[config.mk]
export PLATFORM = sky130hd
export DESIGN_NAME = ana_pwm_bank
export DESIGN_NICKNAME = d
export VERILOG_FILES = /design/src/rtl/ana_pwm_pkg.sv /design/src/rtl/pwm_tick_div.sv /design/src/rtl/pwm_phase_gen.sv /design/src/rtl/pwm_chan.sv /design/src/rtl/ana_pwm_bank.sv
export SDC_FILE = /design/constraint.sdc
export NUM_CORES = 1
export LEC_CHECK = 0
export ABC_AREA = 1
export BUFFER_PORTS_ARGS = -buffer_cell sky130_fd_sc_hd__clkbuf_2
export CORE_MARGIN = 2
export CORE_UTILIZATION = 50
export CTS_CLUSTER_DIAMETER = 40
export CTS_CLUSTER_SIZE = 30
export DETAILED_ROUTE_END_ITERATION = 7
export GPL_TIMING_DRIVEN = 0
export PLACE_DENSITY = 0.74
export SETUP_SLACK_MARGIN = 0.02
export SYNTH_ARGS = -nofsm -noshare
export SYNTH_HDL_FRONTEND = slang
export SYNTH_SLANG_ARGS = --single-unit
[constraint.sdc]
create_clock -name clk -period 1.9 [get_ports clk]
set_input_delay 0 -clock clk [delete_from_list [all_inputs] [get_ports clk]]
set_output_delay 0 -clock clk [all_outputs]
set_load 0.02 [all_outputs]
[src/rtl/ana_pwm_pkg.sv]
package ana_pwm_pkg;
  localparam int unsigned PWM_CH_DEF  = 5;
  localparam int unsigned PWM_W_DEF   = 6;
  localparam int unsigned PWM_DIV_DEF = 3;

  function automatic int unsigned bus_width(int unsigned nch, int unsigned dw);
    return (nch + 1 > dw) ? nch + 1 : dw;
  endfunction
endpackage

[src/rtl/pwm_tick_div.sv]
module pwm_tick_div #(
  parameter int unsigned DIV = 3
) (
  input  logic clk,
  input  logic rst,
  output logic tick_o
);
  localparam int unsigned CW = (DIV > 1) ? $clog2(DIV) : 1;
  localparam logic [CW-1:0] LAST = CW'(DIV - 1);

  logic [CW-1:0] cnt_q;

  always_ff @(posedge clk) begin
    if (rst) begin
      cnt_q  <= '0;
      tick_o <= 1'b0;
    end else if (cnt_q == LAST) begin
      cnt_q  <= '0;
      tick_o <= 1'b1;
    end else begin
      cnt_q  <= cnt_q + 1'b1;
      tick_o <= 1'b0;
    end
  end
endmodule

[src/rtl/pwm_phase_gen.sv]
module pwm_phase_gen #(
  parameter int unsigned W = 6
) (
  input  logic         clk,
  input  logic         rst,
  input  logic         tick_i,
  output logic [W-1:0] phase_o,
  output logic         wrap_o
);
  always_ff @(posedge clk) begin
    if (rst)         phase_o <= '0;
    else if (tick_i) phase_o <= phase_o + 1'b1;
  end

  // the step that rolls the counter back to zero starts a new period
  assign wrap_o = tick_i && (phase_o == '1);
endmodule

[src/rtl/pwm_chan.sv]
module pwm_chan #(
  parameter int unsigned W = 6
) (
  input  logic         clk,
  input  logic         rst,
  input  logic         wr_hit_i,
  input  logic [W-1:0] wr_val_i,
  input  logic         load_i,
  input  logic [W-1:0] phase_i,
  input  logic         pulse_en_i,
  input  logic         invert_i,
  input  logic         port_bit_i,
  output logic [W-1:0] act_o,
  output logic         pin_o
);
  logic [W-1:0] pend_q;
  logic         raw;

  always_ff @(posedge clk) begin
    if (rst)           pend_q <= '0;
    else if (wr_hit_i) pend_q <= wr_val_i;
  end

  // a write landing in the load cycle is forwarded straight into the period
  always_ff @(posedge clk) begin
    if (rst)         act_o <= '0;
    else if (load_i) act_o <= wr_hit_i ? wr_val_i : pend_q;
  end

  assign raw = (phase_i < act_o);

  always_ff @(posedge clk) begin
    if (rst) pin_o <= 1'b0;
    else     pin_o <= pulse_en_i ? (raw ^ invert_i) : port_bit_i;
  end
endmodule

[src/rtl/ana_pwm_bank.sv]
module ana_pwm_bank #(
  parameter int unsigned NCH = ana_pwm_pkg::PWM_CH_DEF,
  parameter int unsigned DW  = ana_pwm_pkg::PWM_W_DEF,
  parameter int unsigned DIV = ana_pwm_pkg::PWM_DIV_DEF,
  localparam int unsigned AW = $clog2(NCH + 1),
  localparam int unsigned BW = ana_pwm_pkg::bus_width(NCH, DW)
) (
  input  logic           clk,
  input  logic           rst,
  input  logic           wr_en,
  input  logic [AW-1:0]  wr_addr,
  input  logic [BW-1:0]  wr_data,
  input  logic [NCH-1:0] port_i,
  output logic [NCH-1:0] pin_o
);
  localparam logic [AW-1:0] CTRL_ADDR = AW'(NCH);

  logic              tick;
  logic              wrap;
  logic [DW-1:0]     phase;
  logic [NCH-1:0]    en_q;
  logic              pol_q;
  logic [NCH*DW-1:0] act_flat;

  pwm_tick_div #(.DIV(DIV)) u_div (
    .clk(clk), .rst(rst), .tick_o(tick)
  );

  pwm_phase_gen #(.W(DW)) u_phase (
    .clk(clk), .rst(rst), .tick_i(tick), .phase_o(phase), .wrap_o(wrap)
  );

  always_ff @(posedge clk) begin
    if (rst) begin
      en_q  <= '0;
      pol_q <= 1'b0;
    end else if (wr_en && wr_addr == CTRL_ADDR) begin
      en_q  <= wr_data[NCH-1:0];
      pol_q <= wr_data[NCH];
    end
  end

  for (genvar k = 0; k < NCH; k++) begin : g_ch
    logic hit;
    assign hit = wr_en && (wr_addr == AW'(k));

    pwm_chan #(.W(DW)) u_ch (
      .clk(clk), .rst(rst),
      .wr_hit_i(hit), .wr_val_i(wr_data[DW-1:0]),
      .load_i(wrap), .phase_i(phase),
      .pulse_en_i(en_q[k]), .invert_i(pol_q), .port_bit_i(port_i[k]),
      .act_o(act_flat[k*DW +: DW]), .pin_o(pin_o[k])
    );
  end
endmodule

**After elaboration in Yosys (flattened, before gate mapping)**

Cells that the tools add are included.

- Register bits: 80
- Logic and storage cells: 59
- Output and inout bits: 5
- Input bits: 17

- Add/subtract/negate cells: 2
- Bitwise gates (word level): 5
- Equal/unequal tests: 7
- Reduce and logical (&&, ||, !) cells: 9
- Multiplexer cells: 11
- Magnitude comparators: 5

Operators by type and width:

| kind | number |
|---|---|
| 6-bit less-than comparator | 5 |
| 6-bit 2-to-1 mux | 5 |
| 1-bit logical AND | 7 |
| 6-bit by 1-bit adder with 6-bit output (second input constant) | 1 |
| 3-bit by 2-bit equality test with 1-bit output (second input constant) | 2 |
| 3-bit equality test (second input constant) | 2 |
| 6-bit equality test (second input constant) | 1 |
| 1-bit 2-to-1 mux | 6 |
| 1-bit bitwise XOR | 5 |
| 3-bit by 1-bit equality test with 1-bit output (second input constant) | 1 |
| 3-bit logical NOT | 1 |
| 2-bit by 1-bit adder with 2-bit output (second input constant) | 1 |
| 2-bit equality test (second input constant) | 1 |
| 2-bit OR reduction | 1 |

**Depth between registers and ports, before layout**

Gate-level depths: netlist of the first run.

- Depth after elaboration: 3
- Gate-level depth with buffers: 10
- Depth with buffers taken out: 10

**Modules after synthesis**

Synthesis of the first run repeated with hierarchy kept, for this count alone.

- Cell total of the unflattened synthesis: 552
- Area, all modules: 4038.9 um^2

Modules (own cells, without submodules):

| module | seq. area each (um^2) | cells each | area an instance (um^2) | times used |
|---|---|---|---|---|
| pwm_chan | 260.2 | 90 | 660.6 | 5 |
| ana_pwm_bank | 120.1 | 53 | 349.1 | 1 |
| pwm_phase_gen | 120.1 | 38 | 287.8 | 1 |
| pwm_tick_div | 60.1 | 11 | 98.8 | 1 |

**Worst setup path after synthesis of the first run**

Ideal clock, no wire load.

- Path kind: reg-to-reg
- Start: register u_phase.phase_o[1]
- End: register g_ch[3].u_ch.act_o[3]
- Data arrival time: 1.348 ns
- Setup time: 0.132 ns
- Data required time: 1.768 ns
- Buffers on the path: 1
- Slack: 0.420 ns
- Cell stages (with the launch flop): 10
- Clock period less this slack: 1.480 ns
- Cell sequence: dfxtp_1 ha_1 nand3_2 nor2_2 nand2_2 nor2_8 inv_2 buf_6 nand2_1 a21oi_1

- Cells in the longest elaborated chain, start to end: 2

RTL lines:

| what | line | text |
|---|---|---|
| start: declaration | pwm_phase_gen.sv:7 | `output logic [W-1:0] phase_o,` |
| start signal: assignment | pwm_phase_gen.sv:12 | `else if (tick_i) phase_o <= phase_o + 1'b1;` |
| 6-bit equality test | pwm_phase_gen.sv:16 | `assign wrap_o = tick_i && (phase_o == '1);` |
| 1-bit logical AND | pwm_phase_gen.sv:16 |  |
| end signal: assignment | pwm_chan.sv:27 | `else if (load_i) act_o <= wr_hit_i ? wr_val_i : pend_q;` |
| end: declaration | pwm_chan.sv:13 | `output logic [W-1:0] act_o,` |

No other way between the ends.
A chain may end at the register's enable or synchronous reset.

**Final worst setup path of the first run**

- Start: register u_phase.phase_o[1]
- End: register g_ch[0].u_ch.act_o[4]

- Cells in the longest elaborated chain, start to end: 2

RTL lines:

| what | line |
|---|---|
| 6-bit equality test | pwm_phase_gen.sv:16 |
| 1-bit logical AND | pwm_phase_gen.sv:16 |
| end signal: assignment | pwm_chan.sv:27 |
| end: declaration | pwm_chan.sv:13 |

No other way between the ends.

==> results of run 1 <==
==> power breakdown <==
| group | internal (µW) | total [µW] | switching (µW) |
|---|---|---|---|
| logic | 104 | 287 | 183 |
| clock network | 611 | 1260 | 651 |
| registers | 1720 | 1750 | 27.1 |
==> cell usage in the layout, fill, tap and decap left out, types with 2 or more instances in the layout <==
master	count
nor2_1	52
o21ai_1	5
a21oi_2	18
clkbuf_2	20
a21oi_1	32
buf_4	6
ha_1	27
dfxtp_1	79
nor2_2	2
inv_2	2
o21ai_0	28
nor3_1	4
inv_1	96
buf_6	5
nand3_1	12
clkbuf_1	8
clkinvlp_4	4
clkbuf_8	9
dlygate4sd3_1	6
nand2_1	178
buf_2	6
==> through the flow <==
step | std cells | setup slack [ns] | hold WS, ns | util [%] | cell area (µm²)
after global routing | 708 | 0.09778 | 0.03352 | 57.71 | 4437
final | 708 | 0.2369 | 0.02739 | 57.71 | 4437
after CTS | 708 | 0.09454 | 0.01074 | 57.70 | 4436
after global placement | 686 | 0.1568 | 0.3072 | 54.36 | 4179
after detailed placement | 686 | 0.1215 | 0.3070 | 54.36 | 4179
after floorplan | 564 | 0.4201 | 0.1653 | - | 3951
==> kinds of logic (layout without fill, tap and decap cells) <==
kind of cell	count (synthesis)	in the layout	synth area share (%)
AOI/OAI and AO/OA	83	83	12.22
adders and majority gates	27	27	8.550
buffers and inverters	122	164	13.30
DFF	80	80	40.53
and+or+nand+nor	252	252	25.40
==> worst max-delay path: cells and delay by family, from the launching register on <==
kind | cells | cell delay (ns)
AOI/OAI and AO/OA | 1 | 0.03
adders and majority gates | 1 | 0.22
buffers and inverters | 1 | 0.15
DFF | 1 | 0.45
and+or+nand+nor | 6 | 0.71
==> per-layer routing <==
layer	up-vias	global-route usage [%]	routed length, µm
met5	-	0	0
met4	0	9.681	188
met3	13	3.499	326
met2	60	35.87	3903
met1	1469	28.80	4320
li1	1786	-	-
==> sequential cells by signal (all words and copies together), names as in the netlist <==
name / flops
en_q: 5
g_ch.u_ch.act_o: 30
g_ch.u_ch.pend_q: 30
g_ch.u_ch.pin_o: 5
pol_q: 1
u_div.cnt_q: 2
u_div.tick_o: 1
u_phase.phase_o: 6
==> final cells by class <==
type                       instances  area, µm²
fill                             732       3251
multi-input combinational        362       1824
sequential                        80       1603
inverter                          98      367.9
timing repair buffer              26      160.2
buffer                            24      157.7
clock buffer                      10      127.6
tap                              102      127.6
clock inverter                     6      68.82
==> worst max path at each step <==
stage | start | endpoint | cells after the start
after floorplan | u_phase.phase_o[1] | g_ch[3].u_ch.act_o[3] | 9
after global placement | u_phase.phase_o[1] | g_ch[3].u_ch.act_o[4] | 9
after detailed placement | u_phase.phase_o[1] | g_ch[3].u_ch.act_o[4] | 9
after CTS | u_phase.phase_o[1] | g_ch[1].u_ch.act_o[2] | 9
after global routing | u_phase.phase_o[1] | g_ch[1].u_ch.act_o[2] | 9
final | u_phase.phase_o[1] | g_ch[0].u_ch.act_o[4] | 9
==> what timing repair did <==
item | CTS | global route
hold endpoints to repair | 6 | 0
setup endpoints to repair | 0 | 28
hold buffers | 6 | 0
gates resized for setup | 0 | 1
==> results by group, run 1 <==
Logic synthesis
  – Share of the synthesized area in the top cell type: 40.53%
  – Cell count after synthesis: 564
  – Leading cell types by count after synthesis: 178 x nand2_1, 96 x inv_1, 80 x dfxtp_1
  – Post-synth EDFFs: 0
  – Top_reg_cell synth: dfxtp_1
  – Seq cells post-synth: 80
  – Top-count cell post-synth: nand2_1
  – Cell taking the most area after synthesis: dfxtp_1
  – Syn_nets: 608
  – Average cell area after synthesis: 7.006 µm²
  – Asr flop ratio synth: 0%
  – Seq/Total Area, Yosys: 40.53%
  – Synth Cell Area: 3951 µm²
  – Distinct cells, synth: 21
  – Synth Warn #: 0
  – Synth top area cells: dfxtp_1 41%, nand2_1 17%, inv_1 9.1%

Die
  – Die Span X: 92.90 µm
  – Initial Utilization: 51.40%
  – Die Y: 92.90 µm
  – IO Count: 22
  – Die area: 8629 µm²
  – Row count: 32
  – Core ar.: 7687 µm²

Placement
  – HPWL Detailed: 6.535 mm
  – Gpl congestion: 0.8147
  – PortBufs: 20

Worst setup path
  – Worst path cell trace: ha_1, nand3_2, nor2_2, nand2_2, nor2_8, buf_6, nand2_1, nand2_1, a21oi_2
  – Worst reg2reg path endpoint: g_ch[0].u_ch.act_o[4]
  – Worst setup path class: reg -> reg
  – R2R Setup Slk: 0.24 ns
  – CP Capture Type: register
  – Worst R2R Path Depth: 9
  – FF-to-FF Start: u_phase.phase_o[1]
  – Most common cell on crit path: nand2_1
  – CP arrival: 1.92 ns
  – CP max stage cell: dfxtp_2
  – Crit-path max FO: 10
  – Worst path max stage delay: 0.45 ns
  – CP Launch Type: register
  – CP Data Required Time: 2.15 ns

Min path
  – WHS Path Cells: 3
  – Worst hold path class: in -> reg
  – Hold Path End: g_ch[3].u_ch.pend_q[4]
  – Hold path start: wr_data[4]

Detailed routing
  – Via count: 3,328
  – Drc violations: 0
  – Number of routed nets with antenna violations: 0
  – Avg WL per Cell: 12.34 µm
  – Vias/cell: 4.701
  – Drt pass-1 iters: 5
  – Post-Route WL: 8.738 mm
  – 1st-iter DRT viols: 173

Cells and area
  – Layout cells sized above 1: 13.04%
  – Nets: 645
  – Diodes inserted: 0
  – P&R area growth vs syn: 12.29%

Clock tree
  – # H-tree levels: 3
  – Worst-case clock buffer depth: 2
  – CTS tree: yes
  – Clock transition at path regs: 0.08 ns
  – CTS Buf Count: 9
  – Clk Latency, worst-skew pair: 0.36 ns
  – Clock sink count: 80
  – Root buffer cell: clkbuf_8
  – Post-CTS Repair Setup Buffers: 0

STA
  – RSZ-0062 raised after global routing: no
  – Final Hold Viols: 0
  – Relative slew slack: 63.55%
  – Post-route minimum period: 1.663 ns
  – Final period utilization: 87.53%
  – Clock skew: 0.01203 ns
  – Worst-margin pin slew: 0.5468 ns
  – Final setup fails: 0
  – Slew Viols, Final: 0
  – Fmax: 0.6013 GHz
  – Setup total negative slack: 0 ns

Power and ir drop
  – Final Power: 3297 µW
  – Cell area power density: 743.2 nW/µm²
  – Pleak: 0.002041 µW
  – Peak VDD IR: 0.3660 mV

Global routing
  – All-Layer GR Usage: 22.01%
  – Vias in the first global route: 3,224
  – First-pass GRT wire length: 14.72 mm
  – Overflow after GRT: 0
  – Largest net degree at the start of global routing: 15
  – Initial antenna violation count: 0

Status
  – Status: finished, final reports clean

Job
  – Max-Cap Viols: 0
Power figures use the tool's default switching activity.
==> run 2: changes to the inputs <==
--- a/config.mk
+++ b/config.mk
@@ -6,14 +6,14 @@
 export NUM_CORES = 1
 export LEC_CHECK = 0
 export ABC_AREA = 1
-export BUFFER_PORTS_ARGS = -buffer_cell sky130_fd_sc_hd__clkbuf_2
 export CORE_MARGIN = 2
 export CORE_UTILIZATION = 50
 export CTS_CLUSTER_DIAMETER = 40
 export CTS_CLUSTER_SIZE = 30
 export DETAILED_ROUTE_END_ITERATION = 7
+export DONT_BUFFER_PORTS = 1
 export GPL_TIMING_DRIVEN = 0
-export PLACE_DENSITY = 0.74
+export PLACE_DENSITY = 0.72
 export SETUP_SLACK_MARGIN = 0.02
 export SYNTH_ARGS = -nofsm -noshare
 export SYNTH_HDL_FRONTEND = slang
==> results by group, run 2 (synthesized netlist as in run 1, its figures left out) <==
Worst setup path
  – Worst R2R Path Depth: 9 (unchanged)
  – FF-to-FF Start: u_phase.phase_o[1]
  – CP Launch Type: register
  – CP Capture Type: register
  – Worst path bufs/invs: 2 (+1)
  – Crit-path max FO: 10 (unchanged)
  – R2R Setup Slk: 0.24 ns (about the same)
  – CP arrival: 1.89 ns (-0.03 ns)
  – CP max stage cell: dfxtp_2
  – Worst path max stage delay: 0.45 ns (about the same)
  – Worst path cell trace: ha_1, nand3_2, nor2_2, nand2_2, nor2_8, inv_2, buf_6, nand2_1, a21oi_1
  – Worst path depth: 9 (unchanged)
  – Worst reg2reg path endpoint: g_ch[3].u_ch.act_o[3]
  – CP Data Required Time: 2.13 ns (-0.02 ns)
  – CP delay by family, top: simple AND/OR/NAND/NOR gates
  – Worst setup path class: reg -> reg

Min path
  – Worst hold path class: in -> reg
  – WHS Path Cells: 4 (+1)
  – Hold Path End: en_q[1]
  – Hold path start: wr_addr[2]

Global routing
  – All-Layer GR Usage: 22.58% (+0.57 points)
  – Vias in the first global route: 3,255 (+0.96%)
  – Overflow after GRT: 0 (unchanged)
  – First-pass GRT wire length: 15.08 mm (+2.4%)
  – Largest net degree at the start of global routing: 15 (unchanged)
  – Initial antenna violation count: 1 (+1)

Detailed routing
  – Max layer used: met4
  – Drt pass-1 iters: 4 (-1)
  – Number of routed nets with antenna violations: 0 (unchanged)
  – Vias/cell: 4.886 (+4.0%)
  – Avg WL per Cell: 12.77 µm (+3.4%)
  – Drc violations: 0 (unchanged)
  – Via count: 3,396 (+2.0%)
  – Met3 wire length: 526 µm (+61%)
  – WL met1: 4.162 mm (-3.7%)
  – 1st-iter DRT viols: 122 (-29%)
  – WL met2: 3.963 mm (+1.5%)
  – Post-Route WL: 8.872 mm (+1.5%)

Clock tree
  – Clock transition at path regs: 0.08 ns (about the same)
  – Clock sink count: 80 (unchanged)
  – Clk Latency, worst-skew pair: 0.36 ns (about the same)
  – # H-tree levels: 3 (unchanged)
  – Worst-case clock buffer depth: 2 (unchanged)
  – CTS Buf Count: 9 (unchanged)
  – CTS tree: yes
  – Root buffer cell: clkbuf_8

Die
  – Die Span X: 92.90 µm (unchanged)
  – Die Y: 92.90 µm (unchanged)
  – IO Count: 22 (unchanged)
  – Core ar.: 7687 µm² (unchanged)
  – Die area: 8629 µm² (unchanged)
  – Initial Utilization: 51.40% (unchanged)
  – Row count: 32 (unchanged)

STA
  – Setup total negative slack: 0 ns (unchanged)
  – Final setup fails: 0 (unchanged)
  – RSZ-0062 raised after global routing: no
  – Slew Viols, Final: 0 (unchanged)
  – Relative slew slack: 62.77% (-0.78 points)
  – Fmax: 0.6033 GHz (+0.33%)
  – Post-route minimum period: 1.658 ns (-0.005407 ns)
  – Worst-margin pin slew: 0.5584 ns (+0.01167 ns)
  – Final period utilization: 87.25% (-0.28 points)
  – Clock skew: 0.007668 ns (-0.004364 ns)
  – Final Hold Viols: 0 (unchanged)

Job
  – Max-Cap Viols: 0 (unchanged)

Power and ir drop
  – Clock share of power: 38.5% (+0.2 points)
  – Pleak: 0.001993 µW (-2.3%)
  – Cell area power density: 747.4 nW/µm² (+0.57%)
  – Comb pwr share: 8.4% (-0.3 points)
  – Final Power: 3288 µW (-0.28%)
  – Sequential power share: 53.1% (about the same)
  – Sw power: 855.2 µW (-0.70%)
  – Int Pwr: 2433 µW (-0.14%)
  – Peak VDD IR: 0.6310 mV (+72%)
  – Switch share: 26.01% (-0.11 points)

Cells and area
  – Multi-input logic area: 1824 µm² (unchanged)
  – P&R area growth vs syn: 11.34%
  – Layout cells sized above 1: 9.966% (-3.1 points)
  – Reg area: 1603 µm² (unchanged)
  – Biggest regs: g_ch.u_ch.act_o x30, g_ch.u_ch.pend_q x30, u_phase.phase_o x6
  – Commonest cells after routing, fill and taps aside: 178 x nand2_1, 96 x inv_1, 79 x dfxtp_1
  – Commonest non-fill, non-tap cell in the layout: nand2_1
  – Non-filler cells in the finished layout: 695 (-1.8%)
  – Nets: 631 (-2.2%)
  – Fill cells: 756 (+3.3%)

Status
  – Status: finished, final reports clean

Placement
  – Post-Place Cells: 666 (-2.9%)
  – Gpl congestion: 0.8084 (-0.77%)
  – PortBufs: 0 (-100%)
  – HPWL Detailed: 6.448 mm (-1.3%)
run 2: cell count changes in the layout (fill, tap and decap cells not counted), sizes merged:
cell | before | now
clkbuf | 37 | 17
dlygate4sd3 | 6 | 12
clkinv | 0 | 3
clkinvlp | 4 | 1
diode | 0 | 1
run 2: timing repair:
item                       4_1_cts  5_1_grt
resized for setup                0        1
setup endpoints to repair        0       30
hold endpoints to repair        63        0
buffers inserted                 0        0
hold buffers                    12        0
run 2: area by class of cell:
| class | instances | share of cell area, % |
|---|---|---|
| diodes | 1 | 0.05688 |
| repair buffers | 12 | 2.730 |
| multi-input cells | 362 | 41.47 |
| plain buffers | 24 | 3.584 |
| inverters | 98 | 8.362 |
| clock buffers | 10 | 2.901 |
| clock inverters | 6 | 1.564 |
| flip-flops and latches | 80 | 36.43 |
| well taps | 102 | 2.901 |
run 2: worst max path at each step:
stage / endpoint / from
finish: g_ch[3].u_ch.act_o[3] / u_phase.phase_o[1]
global route: g_ch[1].u_ch.act_o[3] / u_phase.phase_o[1]
CTS: g_ch[1].u_ch.act_o[3] / u_phase.phase_o[1]
detailed placement: g_ch[3].u_ch.act_o[3] / u_phase.phase_o[1]
global placement: g_ch[1].u_ch.act_o[2] / u_phase.phase_o[1]
floorplan: g_ch[3].u_ch.act_o[3] / u_phase.phase_o[1]
run 2: layer usage:
layer	global-route usage, %	vias up
met5	0	-
met4	9.436	0
met3	4.068	16
met2	36.29	77
met1	29.85	1539
li1	-	1764
run 2: per-stage QoR:
stage | hold WS [ns] | setup WS, ns | cell area [µm²] | utilization, %
final | 0.01994 | 0.2423 | 4399 | 57.23
after global routing | 0.04391 | 0.04978 | 4399 | 57.23
after CTS | 0.002970 | 0.04567 | 4395 | 57.18
after detailed placement | 0.1796 | 0.06447 | 4079 | 53.06
after global placement | 0.1760 | 0.1110 | 4079 | 53.06
after floorplan | 0.1653 | 0.4201 | 3951 | -
run 2: worst register-to-register path: stages (launching register included):
cell	delay, ns
dfxtp_2	0.45
ha_1	0.23
nand3_2	0.10
nor2_2	0.14
nand2_2	0.10
nor2_8	0.15
inv_2	0.08
buf_6	0.15
nand2_1	0.06
a21oi_1	0.06
run 2: power groups by stage:
stage / registers (µW) / clock network (µW) / logic [µW]
2_1_floorplan: 1780 / 0 / 190
3_3_place_gp: 1790 / 0 / 228
3_5_place_dp: 1790 / 0 / 236
4_1_cts: 1750 / 1290 / 275
5_1_grt: 1750 / 1360 / 314
6_report: 1750 / 1270 / 276
